--- config.mk ---
export PLATFORM = sky130hd
export DESIGN_NAME = dbl_rate_link
export DESIGN_NICKNAME = d
export VERILOG_FILES = /design/src/rtl/dbl_rate_link_pkg.sv /design/src/rtl/drl_packer.sv /design/src/rtl/drl_unpacker.sv /design/src/rtl/dbl_rate_link.sv
export SDC_FILE = /design/constraint.sdc
export NUM_CORES = 1
export LEC_CHECK = 0
export BUFFER_PORTS_ARGS = -buffer_cell sky130_fd_sc_hd__buf_2
export CORE_UTILIZATION = 51
export DETAILED_ROUTE_END_ITERATION = 6
export PLACE_DENSITY = 0.81
export SYNTH_ARGS = -nofsm -noshare
export SYNTH_HDL_FRONTEND = slang
export SYNTH_SLANG_ARGS = --single-unit
export TNS_END_PERCENT = 20
--- constraint.sdc ---
create_clock -name clk -period 2.9 [get_ports clk]
set_clock_uncertainty 0.2 [all_clocks]
set_input_delay 0.58 -clock clk [delete_from_list [all_inputs] [get_ports clk]]
set_output_delay 0.58 -clock clk [all_outputs]
set_load 0.05 [all_outputs]
--- src/rtl/dbl_rate_link_pkg.sv ---
package dbl_rate_link_pkg;

    localparam int LINK_W   = 72;
    localparam int SUM_W    = 16;
    localparam int CODE_W   = 2;
    localparam int N_CH     = 48;
    localparam int LBL_W    = 2;

    // derived layout
    localparam int CODES_W     = N_CH * CODE_W;
    localparam int LBL_LSB     = LINK_W - LBL_W;
    localparam int TRIG_BIT    = 2 * SUM_W;
    localparam int ORBIT_BIT   = 2 * SUM_W + 1;
    localparam int H0_CODE_LSB = 2 * SUM_W + 2;
    localparam int H0_CH       = (LBL_LSB - H0_CODE_LSB) / CODE_W;
    localparam int H0_CODE_W   = H0_CH * CODE_W;
    localparam int H1_CH       = N_CH - H0_CH;
    localparam int H1_CODE_W   = H1_CH * CODE_W;
    localparam int PAD_W       = LBL_LSB - H1_CODE_W;

    localparam logic [LBL_W-1:0] LBL_FIRST  = 2'b01;
    localparam logic [LBL_W-1:0] LBL_SECOND = 2'b10;

    typedef struct packed {
        logic [SUM_W-1:0]   sum_a;
        logic [SUM_W-1:0]   sum_b;
        logic [CODES_W-1:0] codes;
        logic               trig;
        logic               orbit;
    } xrec_t;

    typedef enum logic [1:0] {
        RX_SEEK  = 2'd0,
        RX_WANT1 = 2'd1,
        RX_WANT0 = 2'd2
    } rx_state_t;

    function automatic logic [LINK_W-1:0] build_first(input xrec_t r);
        logic [LINK_W-1:0] w;
        w = '0;
        w[SUM_W-1:0]                 = r.sum_a;
        w[2*SUM_W-1:SUM_W]           = r.sum_b;
        w[TRIG_BIT]                  = r.trig;
        w[ORBIT_BIT]                 = r.orbit;
        w[H0_CODE_LSB +: H0_CODE_W]  = r.codes[H0_CODE_W-1:0];
        w[LBL_LSB +: LBL_W]          = LBL_FIRST;
        return w;
    endfunction

    function automatic logic [LINK_W-1:0] build_second(input xrec_t r);
        logic [LINK_W-1:0] w;
        w = '0;
        w[H1_CODE_W-1:0]    = r.codes[CODES_W-1:H0_CODE_W];
        w[LBL_LSB +: LBL_W] = LBL_SECOND;
        return w;
    endfunction

    function automatic xrec_t join_halves(input logic [LBL_LSB-1:0] h0,
                                          input logic [LINK_W-1:0]  h1);
        xrec_t r;
        r.sum_a = h0[SUM_W-1:0];
        r.sum_b = h0[2*SUM_W-1:SUM_W];
        r.trig  = h0[TRIG_BIT];
        r.orbit = h0[ORBIT_BIT];
        r.codes = {h1[H1_CODE_W-1:0], h0[H0_CODE_LSB +: H0_CODE_W]};
        return r;
    endfunction

endpackage

--- src/rtl/drl_packer.sv ---
module drl_packer
    import dbl_rate_link_pkg::*;
(
    input  logic              clk,
    input  logic              rst_n,
    input  xrec_t             rec_i,
    output logic              take_o,
    output logic [LINK_W-1:0] link_o
);

    typedef struct packed {
        logic              phase;   // 0: capture cycle, 1: second-half cycle
        xrec_t             hold;
        logic [LINK_W-1:0] link;
    } pk_state_t;

    pk_state_t st_d, st_q;

    always_comb begin
        st_d       = st_q;
        st_d.phase = ~st_q.phase;
        if (!st_q.phase) begin
            st_d.hold = rec_i;
            st_d.link = build_first(rec_i);
        end else begin
            st_d.link = build_second(st_q.hold);
        end
    end

    always_ff @(posedge clk or negedge rst_n) begin
        if (!rst_n) st_q <= '0;
        else        st_q <= st_d;
    end

    assign take_o = ~st_q.phase;
    assign link_o = st_q.link;

    AST_TAKE_ALTERNATES: assert property (@(posedge clk) disable iff (!rst_n)
        take_o |=> !take_o) else $error("take strobe repeated");

    AST_FIRST_LABEL: assert property (@(posedge clk) disable iff (!rst_n)
        ($past(rst_n) && $past(take_o)) |-> (link_o[LBL_LSB +: LBL_W] == LBL_FIRST))
        else $error("first half label wrong");

    AST_SECOND_PAD: assert property (@(posedge clk) disable iff (!rst_n)
        ($past(rst_n) && !$past(take_o)) |->
            (link_o[LBL_LSB +: LBL_W] == LBL_SECOND && link_o[H1_CODE_W +: PAD_W] == '0))
        else $error("second half label or padding wrong");

endmodule

--- src/rtl/drl_unpacker.sv ---
module drl_unpacker
    import dbl_rate_link_pkg::*;
(
    input  logic              clk,
    input  logic              rst_n,
    input  logic [LINK_W-1:0] link_i,
    output logic              valid_o,
    output xrec_t             rec_o,
    output logic              err_o
);

    typedef struct packed {
        rx_state_t          state;
        logic [LBL_LSB-1:0] part;
        xrec_t              rec;
        logic               valid;
        logic               err;
    } rx_reg_t;

    rx_reg_t rx_d, rx_q;
    logic [LBL_W-1:0] lbl;

    assign lbl = link_i[LBL_LSB +: LBL_W];

    always_comb begin
        rx_d       = rx_q;
        rx_d.valid = 1'b0;
        rx_d.err   = 1'b0;
        case (rx_q.state)
            RX_SEEK: begin
                if (lbl == LBL_FIRST) begin
                    rx_d.part  = link_i[LBL_LSB-1:0];
                    rx_d.state = RX_WANT1;
                end
            end
            RX_WANT1: begin
                if (lbl == LBL_SECOND) begin
                    rx_d.rec   = join_halves(rx_q.part, link_i);
                    rx_d.valid = 1'b1;
                    rx_d.state = RX_WANT0;
                end else begin
                    rx_d.err = 1'b1;
                    if (lbl == LBL_FIRST) begin
                        rx_d.part  = link_i[LBL_LSB-1:0];
                        rx_d.state = RX_WANT1;
                    end else begin
                        rx_d.state = RX_SEEK;
                    end
                end
            end
            RX_WANT0: begin
                if (lbl == LBL_FIRST) begin
                    rx_d.part  = link_i[LBL_LSB-1:0];
                    rx_d.state = RX_WANT1;
                end else begin
                    rx_d.err   = 1'b1;
                    rx_d.state = RX_SEEK;
                end
            end
            default: rx_d.state = RX_SEEK;
        endcase
    end

    always_ff @(posedge clk or negedge rst_n) begin
        if (!rst_n) rx_q <= '0;
        else        rx_q <= rx_d;
    end

    assign valid_o = rx_q.valid;
    assign rec_o   = rx_q.rec;
    assign err_o   = rx_q.err;

    AST_VALID_SPACED: assert property (@(posedge clk) disable iff (!rst_n)
        valid_o |=> !valid_o) else $error("valid on consecutive cycles");

    AST_VALID_AFTER_SECOND: assert property (@(posedge clk) disable iff (!rst_n)
        valid_o |-> $past(link_i[LBL_LSB +: LBL_W] == LBL_SECOND))
        else $error("valid without second-half label");

    AST_ERR_ONLY_LOCKED: assert property (@(posedge clk) disable iff (!rst_n)
        err_o |-> $past(rx_q.state != RX_SEEK)) else $error("error while unlocked");

    AST_ERR_DROPS_RECORD: assert property (@(posedge clk) disable iff (!rst_n)
        err_o |-> !valid_o) else $error("error and valid together");

endmodule

--- src/rtl/dbl_rate_link.sv ---
module dbl_rate_link
    import dbl_rate_link_pkg::*;
(
    input  logic                clk,
    input  logic                rst_n,
    input  logic [SUM_W-1:0]    sum_a,
    input  logic [SUM_W-1:0]    sum_b,
    input  logic [CODES_W-1:0]  codes,
    input  logic                trig,
    input  logic                orbit,
    output logic                tx_take,
    output logic [LINK_W-1:0]   link_tx,
    input  logic [LINK_W-1:0]   link_rx,
    output logic                rec_valid,
    output logic [SUM_W-1:0]    rec_sum_a,
    output logic [SUM_W-1:0]    rec_sum_b,
    output logic [CODES_W-1:0]  rec_codes,
    output logic                rec_trig,
    output logic                rec_orbit,
    output logic                frame_err
);

    xrec_t tx_rec, rx_rec;

    always_comb begin
        tx_rec.sum_a = sum_a;
        tx_rec.sum_b = sum_b;
        tx_rec.codes = codes;
        tx_rec.trig  = trig;
        tx_rec.orbit = orbit;
    end

    drl_packer u_pack (
        .clk    (clk),
        .rst_n  (rst_n),
        .rec_i  (tx_rec),
        .take_o (tx_take),
        .link_o (link_tx)
    );

    drl_unpacker u_unpack (
        .clk     (clk),
        .rst_n   (rst_n),
        .link_i  (link_rx),
        .valid_o (rec_valid),
        .rec_o   (rx_rec),
        .err_o   (frame_err)
    );

    assign rec_sum_a = rx_rec.sum_a;
    assign rec_sum_b = rx_rec.sum_b;
    assign rec_codes = rx_rec.codes;
    assign rec_trig  = rx_rec.trig;
    assign rec_orbit = rx_rec.orbit;

endmodule

# Word-level counts from Yosys, hierarchy flattened
# Index checks and enable logic that the tools add are counted.
# classes
eq_ne,6
muxes,13
bitwise,1
n_reduce_logical,4
# op_table
op,count
70-bit one-hot mux with 3 select lines,1
72-bit 2-to-1 mux,2
70-bit 2-to-1 mux,2
2-bit one-hot mux with 3 select lines,1
1-bit 2-to-1 mux,5
2-bit by 1-bit equality test with 1-bit output (second input constant),2
2-bit equality test (second input constant),2
3-bit AND reduction,1
3-bit nonzero test,1
2-bit logical NOT,1
2-bit 2-to-1 mux,1
2-bit by 1-bit != test with 1-bit output (second input constant),1
2-bit != test (second input constant),1
1-bit one-hot mux with 2 select lines,1
2-bit AND reduction,1
1-bit inverter,1
# totals
reg_bits,373
input_bits,204
wordCells,36

# Logic depth before layout (Yosys ltp)
# logic_depth
ltp_word,4
ltp_mapped,8
ltp_nobuf,6

# Modules after synthesis
# From an unflattened synthesis, not the netlist that was laid out.
# hier_totals
hier_cells,926
hier_area_um2,14595.2
# by_module_without_submodules
module,instances,cells_per_inst,area_each_um2,seq_area_each_um2
drl_unpacker,1,576,8896.0,5104.9
drl_packer,1,350,5699.2,3303.2

# Least setup slack after synthesis
# OpenSTA, ideal clock, no wires.
# synth_path
kind,register -> register
from,reg u_unpack.rx_q[202] (netlist name)
to,reg u_unpack.rx_q[132] (netlist name)
setup_ns,0.125
t_arrival_ns,1.978
path_slack_ns,0.597
stages_incl_launch_ff,7
n_path_buf,1
cell_sequence,dfrtp_1 inv_1 ha_1 or2_2 a211oi_4 buf_6 mux2_4
# synth_via
elab_chain_cells,3
elab_cells_between_ends,8
cone_classes,4 x eq/ne; 1 x mux; 3 x reduce/logical
# synth_lines
item,line_no,text
"start, declared",drl_unpacker.sv:20,"rx_reg_t rx_d, rx_q;"
"start signal, assigned",drl_unpacker.sv:66,else rx_q <= rx_d;
"2-bit by 1-bit equality test with 1-bit output, or another cell as far along",drl_unpacker.sv:29,case (rx_q.state)
"2-bit != test (no source line), or another cell as far along",-,
3-bit AND reduction (no source line),-,
# Several ways; a longest one is shown, not always the timed one.
# A chain may end at the register's enable or synchronous reset.

# Worst setup path in the final report
# layout_path
from,reg u_unpack.rx_q[202] (netlist name)
to,reg u_unpack.rx_q[194] (netlist name)
# The elaborated chain is that of the path after synthesis.

==> qor.csv <==
stage;metric;value;unit
synth;Synth Warn #;0;
routing;DR iter-0 viols;520;
routing;DR DRC count;0;
global_route;grt total ovfl;0;
timing;Final period util;86.64;%
layout;area growth from synthesis to layout;14.45;%
placement;routability cong.;0.8168;
worst_setup_path;Worst EP arrival;2.69;ns
worst_setup_path;R2R cell count;6;
placement;hpwl dp;21160;µm
layout;Core Util, Final;59.46;%
floorplan;die extent in x;167.5;µm
timing;actual slew at the worst max-slew pin;0.7041;ns
clocking;Clk Latency, worst-skew pair;0.50;ns
power;Leak Pwr;8.903;nW
layout;share of layout cells above drive strength 1;33.95;%
worst_setup_path;Reg2Reg Capture Point;u_unpack.rx_q[194]$_DFFE_PN0P_;
floorplan;Die H;167.5;µm
floorplan;die area;28040;µm²
global_route;initial antenna violation count;6;
worst_hold_path;Hold Startpoint;link_rx[23];
timing;final hold violations;0;
global_route;All-Layer GR Usage;22.27;%
clocking;Clock Root Buffer;clkbuf_16;
synth;synth top area cells;dfrtp_1 (60%), nand2_1 (12%), buf_4 (11%), mux2_2 (4.8%), o21ai_0 (4.3%);
run_status;status;completed;
synth;top-area cell type share of the netlist area;60.22;%
job;max_cap viols;0;
synth;Post-Syn Area;13960;µm²
layout;Multi-input gate area;3324;µm²
floorplan;Core ar.;26880;µm²
power;Worst VDD drop;0.0005421;V
synth;Yosys top cell by area;dfrtp_1;
clocking;Gates resized, CTS repair;0;
worst_setup_path;reg-to-reg startpoint;u_unpack.rx_q[202]$_DFFE_PN0P_;
clocking;post-CTS setup buffer count;0;
clocking;CTS max path bufs;3;
worst_hold_path;Worst Hold Class;in -> reg;
worst_setup_path;worst-path fanout max;70;
clocking;CTS clk-pin slew, worst paths;0.06;ns
synth;most numerous cell in the Yosys netlist;nand2_1;
routing;Antenna Nets Post-Route;0;
clocking;# hold bufs at CTS;1;
worst_setup_path;reg2reg setup slack;0.39;ns
synth;EDFF count, synth;0;
layout;NumNets Final;1798;
timing;worst hold margin;0.08614;ns
clocking;CTS Buf Count;36;
worst_setup_path;critical-path cell list;inv_1 -> ha_1 -> or2_2 -> a211oi_4 -> buf_12 -> mux2_2;
timing;RSZ-0062 raised after global routing;false;
floorplan;Site Rows;60;
synth;#FFs+latches synth;336;
floorplan;# IOs;409;
synth;top_reg_cell synth;dfrtp_1;
synth;Async S/R FF share, synth;100.0;%
layout;FILL cells;2174;
timing;fmax;398.0;MHz
placement;IO buf count;408;
synth;distinct cell type count after synthesis;22;
clocking;TritonCTS Sinks;336;
routing;routed vias;9509;
synth;cell count after synthesis;1384;
timing;setup_tns;0;ns
worst_setup_path;Startpoint Class;flip-flop;
synth;Mapped Nets;1592;
layout;Reg area;8412;µm²
clocking;CTS tree;done;
worst_setup_path;slowest CP cell;dfrtp_1;
routing;final WL;31020;µm
global_route;GRT busiest layer;met2;
worst_setup_path;Crit. End Element;flip-flop;
global_route;largest net degree at the start of global routing;138;
worst_setup_path;Worst Path Required;3.08;ns
timing;Rel. slew slack;53.06;%
power;Power per Cell Area;1137;nW/µm²
synth;sequential area share after synthesis;60.22;%
global_route;first-pass GRT wire length;49180;µm
synth;Syn Area/Cell;10.09;µm²
clocking;H-tree depth;2;
worst_setup_path;Max stage delay on crit path;0.40;ns
routing;post-DR wirelength/cell;15.88;µm
routing;Initial DRT Pass Iterations;5;
floorplan;initial core utilization;51.95;%
global_route;met3 global-route usage;7.421;%
timing;Final setup viols;0;
timing;Pins Over Slew Limit;0;
global_route;met1 Use GR;25.43;%
synth;Synth top cells by count;nand2_1 (451), dfrtp_1 (336), buf_4 (200);
routing;DR vias/cell;4.866;
worst_hold_path;worst hold path depth;3;
worst_hold_path;Hold EP;u_unpack.rec_o[61]$_DFFE_PN0N_;
global_route;vias in the first global route;9609;
worst_setup_path;WS Path Type;reg -> reg;
timing;post-route minimum period;2.512;ns
global_route;routing usage on met2;38.12;%
through the flow:
stage	instance area [µm²]	power (mW)	instances	setup WS, ns
6_report	15980	18.17	1954	0.3875
5_1_grt	15980	19.06	1954	0.2967
3_3_place_gp	14870	13.74	1892	0.4671
3_5_place_dp	14870	13.97	1892	0.3940
2_1_floorplan	13960	13.54	1384	0.5966
4_1_cts	15970	18.32	1952	0.3836
cells in the final DEF, fill, tap and decap left out, drive strengths merged:
master / count
buf: 423
mux2: 70
or2: 1
nand2b: 2
o21ai: 121
a211oi: 1
nand3: 2
a21oi: 1
dlygate4sd3: 1
inv: 124
dfrtp: 336
clkinv: 7
nand2: 451
nor2: 1
o31ai: 2
ha: 4
diode: 2
clkbuf: 51
bufinv: 1
nor2b: 10
nor3b: 1
nand3b: 1
sequential cells by signal (all words and copies together), names as in the netlist:
signal / cells
u_unpack.rec_o: 130
u_pack.link_o: 72
u_unpack.rx_q: 72
u_pack.st_q: 60
u_unpack.err_o: 1
u_unpack.valid_o: 1
cells by family (layout without fill, tap and decap cells):
| kind of cell | count (synthesis) | in the layout | share of synthesized area (%) |
|---|---|---|---|
| adders and majority gates | 4 | 4 | 0.3585 |
| buffers and inverters | 380 | 607 | 15.97 |
| DFF | 336 | 336 | 60.22 |
| other | 0 | 2 | 0 |
| muxes | 70 | 70 | 5.914 |
| and+or+nand+nor | 469 | 469 | 12.91 |
| AOI/OAI and AO/OA | 125 | 125 | 4.624 |
worst max-delay path: cells and delay by family (launching register included):
family	cells	cell delay [ns]
compound gates	1	0.28
fa+ha+maj	1	0.30
buf+inv	2	0.48
flops	1	0.40
mux	1	0.39
simple gates	1	0.30
area by class of cell:
| cell class | instances | area share, % |
|---|---|---|
| multi-input combinational | 668 | 20.80 |
| timing repair buffer | 424 | 14.08 |
| inverter | 124 | 2.929 |
| sequential | 336 | 52.64 |
| clock inverter | 8 | 0.4072 |
| antenna | 2 | 0.03132 |
| clock buffer | 51 | 6.436 |
| tap | 341 | 2.670 |
routing by layer:
layer  vias up  part of all wire, %
li1       4458                    -
met1      4553                   38
met2       408                   49
met3        82                  8.8
met4         8                  4.0
met5         -                 0.15
power by group:
part | total, mW | leakage (nW) | switching, mW | internal [mW]
logic | 6.96 | 4.33 | 5.07 | 1.89
registers | 6.93 | 4.03 | 0.749 | 6.18
clock network | 4.28 | 0.544 | 1.73 | 2.54
total | 18.2 | 8.90 | 7.56 | 10.6
worst max path at each step:
stage | from | to | slack, ns | depth (start not counted)
after floorplan | u_unpack.rx_q[202]$_DFFE_PN0P_ | u_unpack.rx_q[132]$_DFFE_PN0P_ | 0.60 | 6
after global placement | u_unpack.rx_q[202]$_DFFE_PN0P_ | u_unpack.rx_q[198]$_DFFE_PN0P_ | 0.47 | 6
after detailed placement | u_unpack.rx_q[202]$_DFFE_PN0P_ | u_unpack.rx_q[146]$_DFFE_PN0P_ | 0.39 | 6
after CTS | u_unpack.rx_q[202]$_DFFE_PN0P_ | u_unpack.rx_q[199]$_DFFE_PN0P_ | 0.38 | 6
after global routing | u_unpack.rx_q[202]$_DFFE_PN0P_ | u_unpack.rx_q[200]$_DFFE_PN0P_ | 0.30 | 6
final | u_unpack.rx_q[202]$_DFFE_PN0P_ | u_unpack.rx_q[194]$_DFFE_PN0P_ | 0.39 | 6
(Power assumes the default switching activity.)
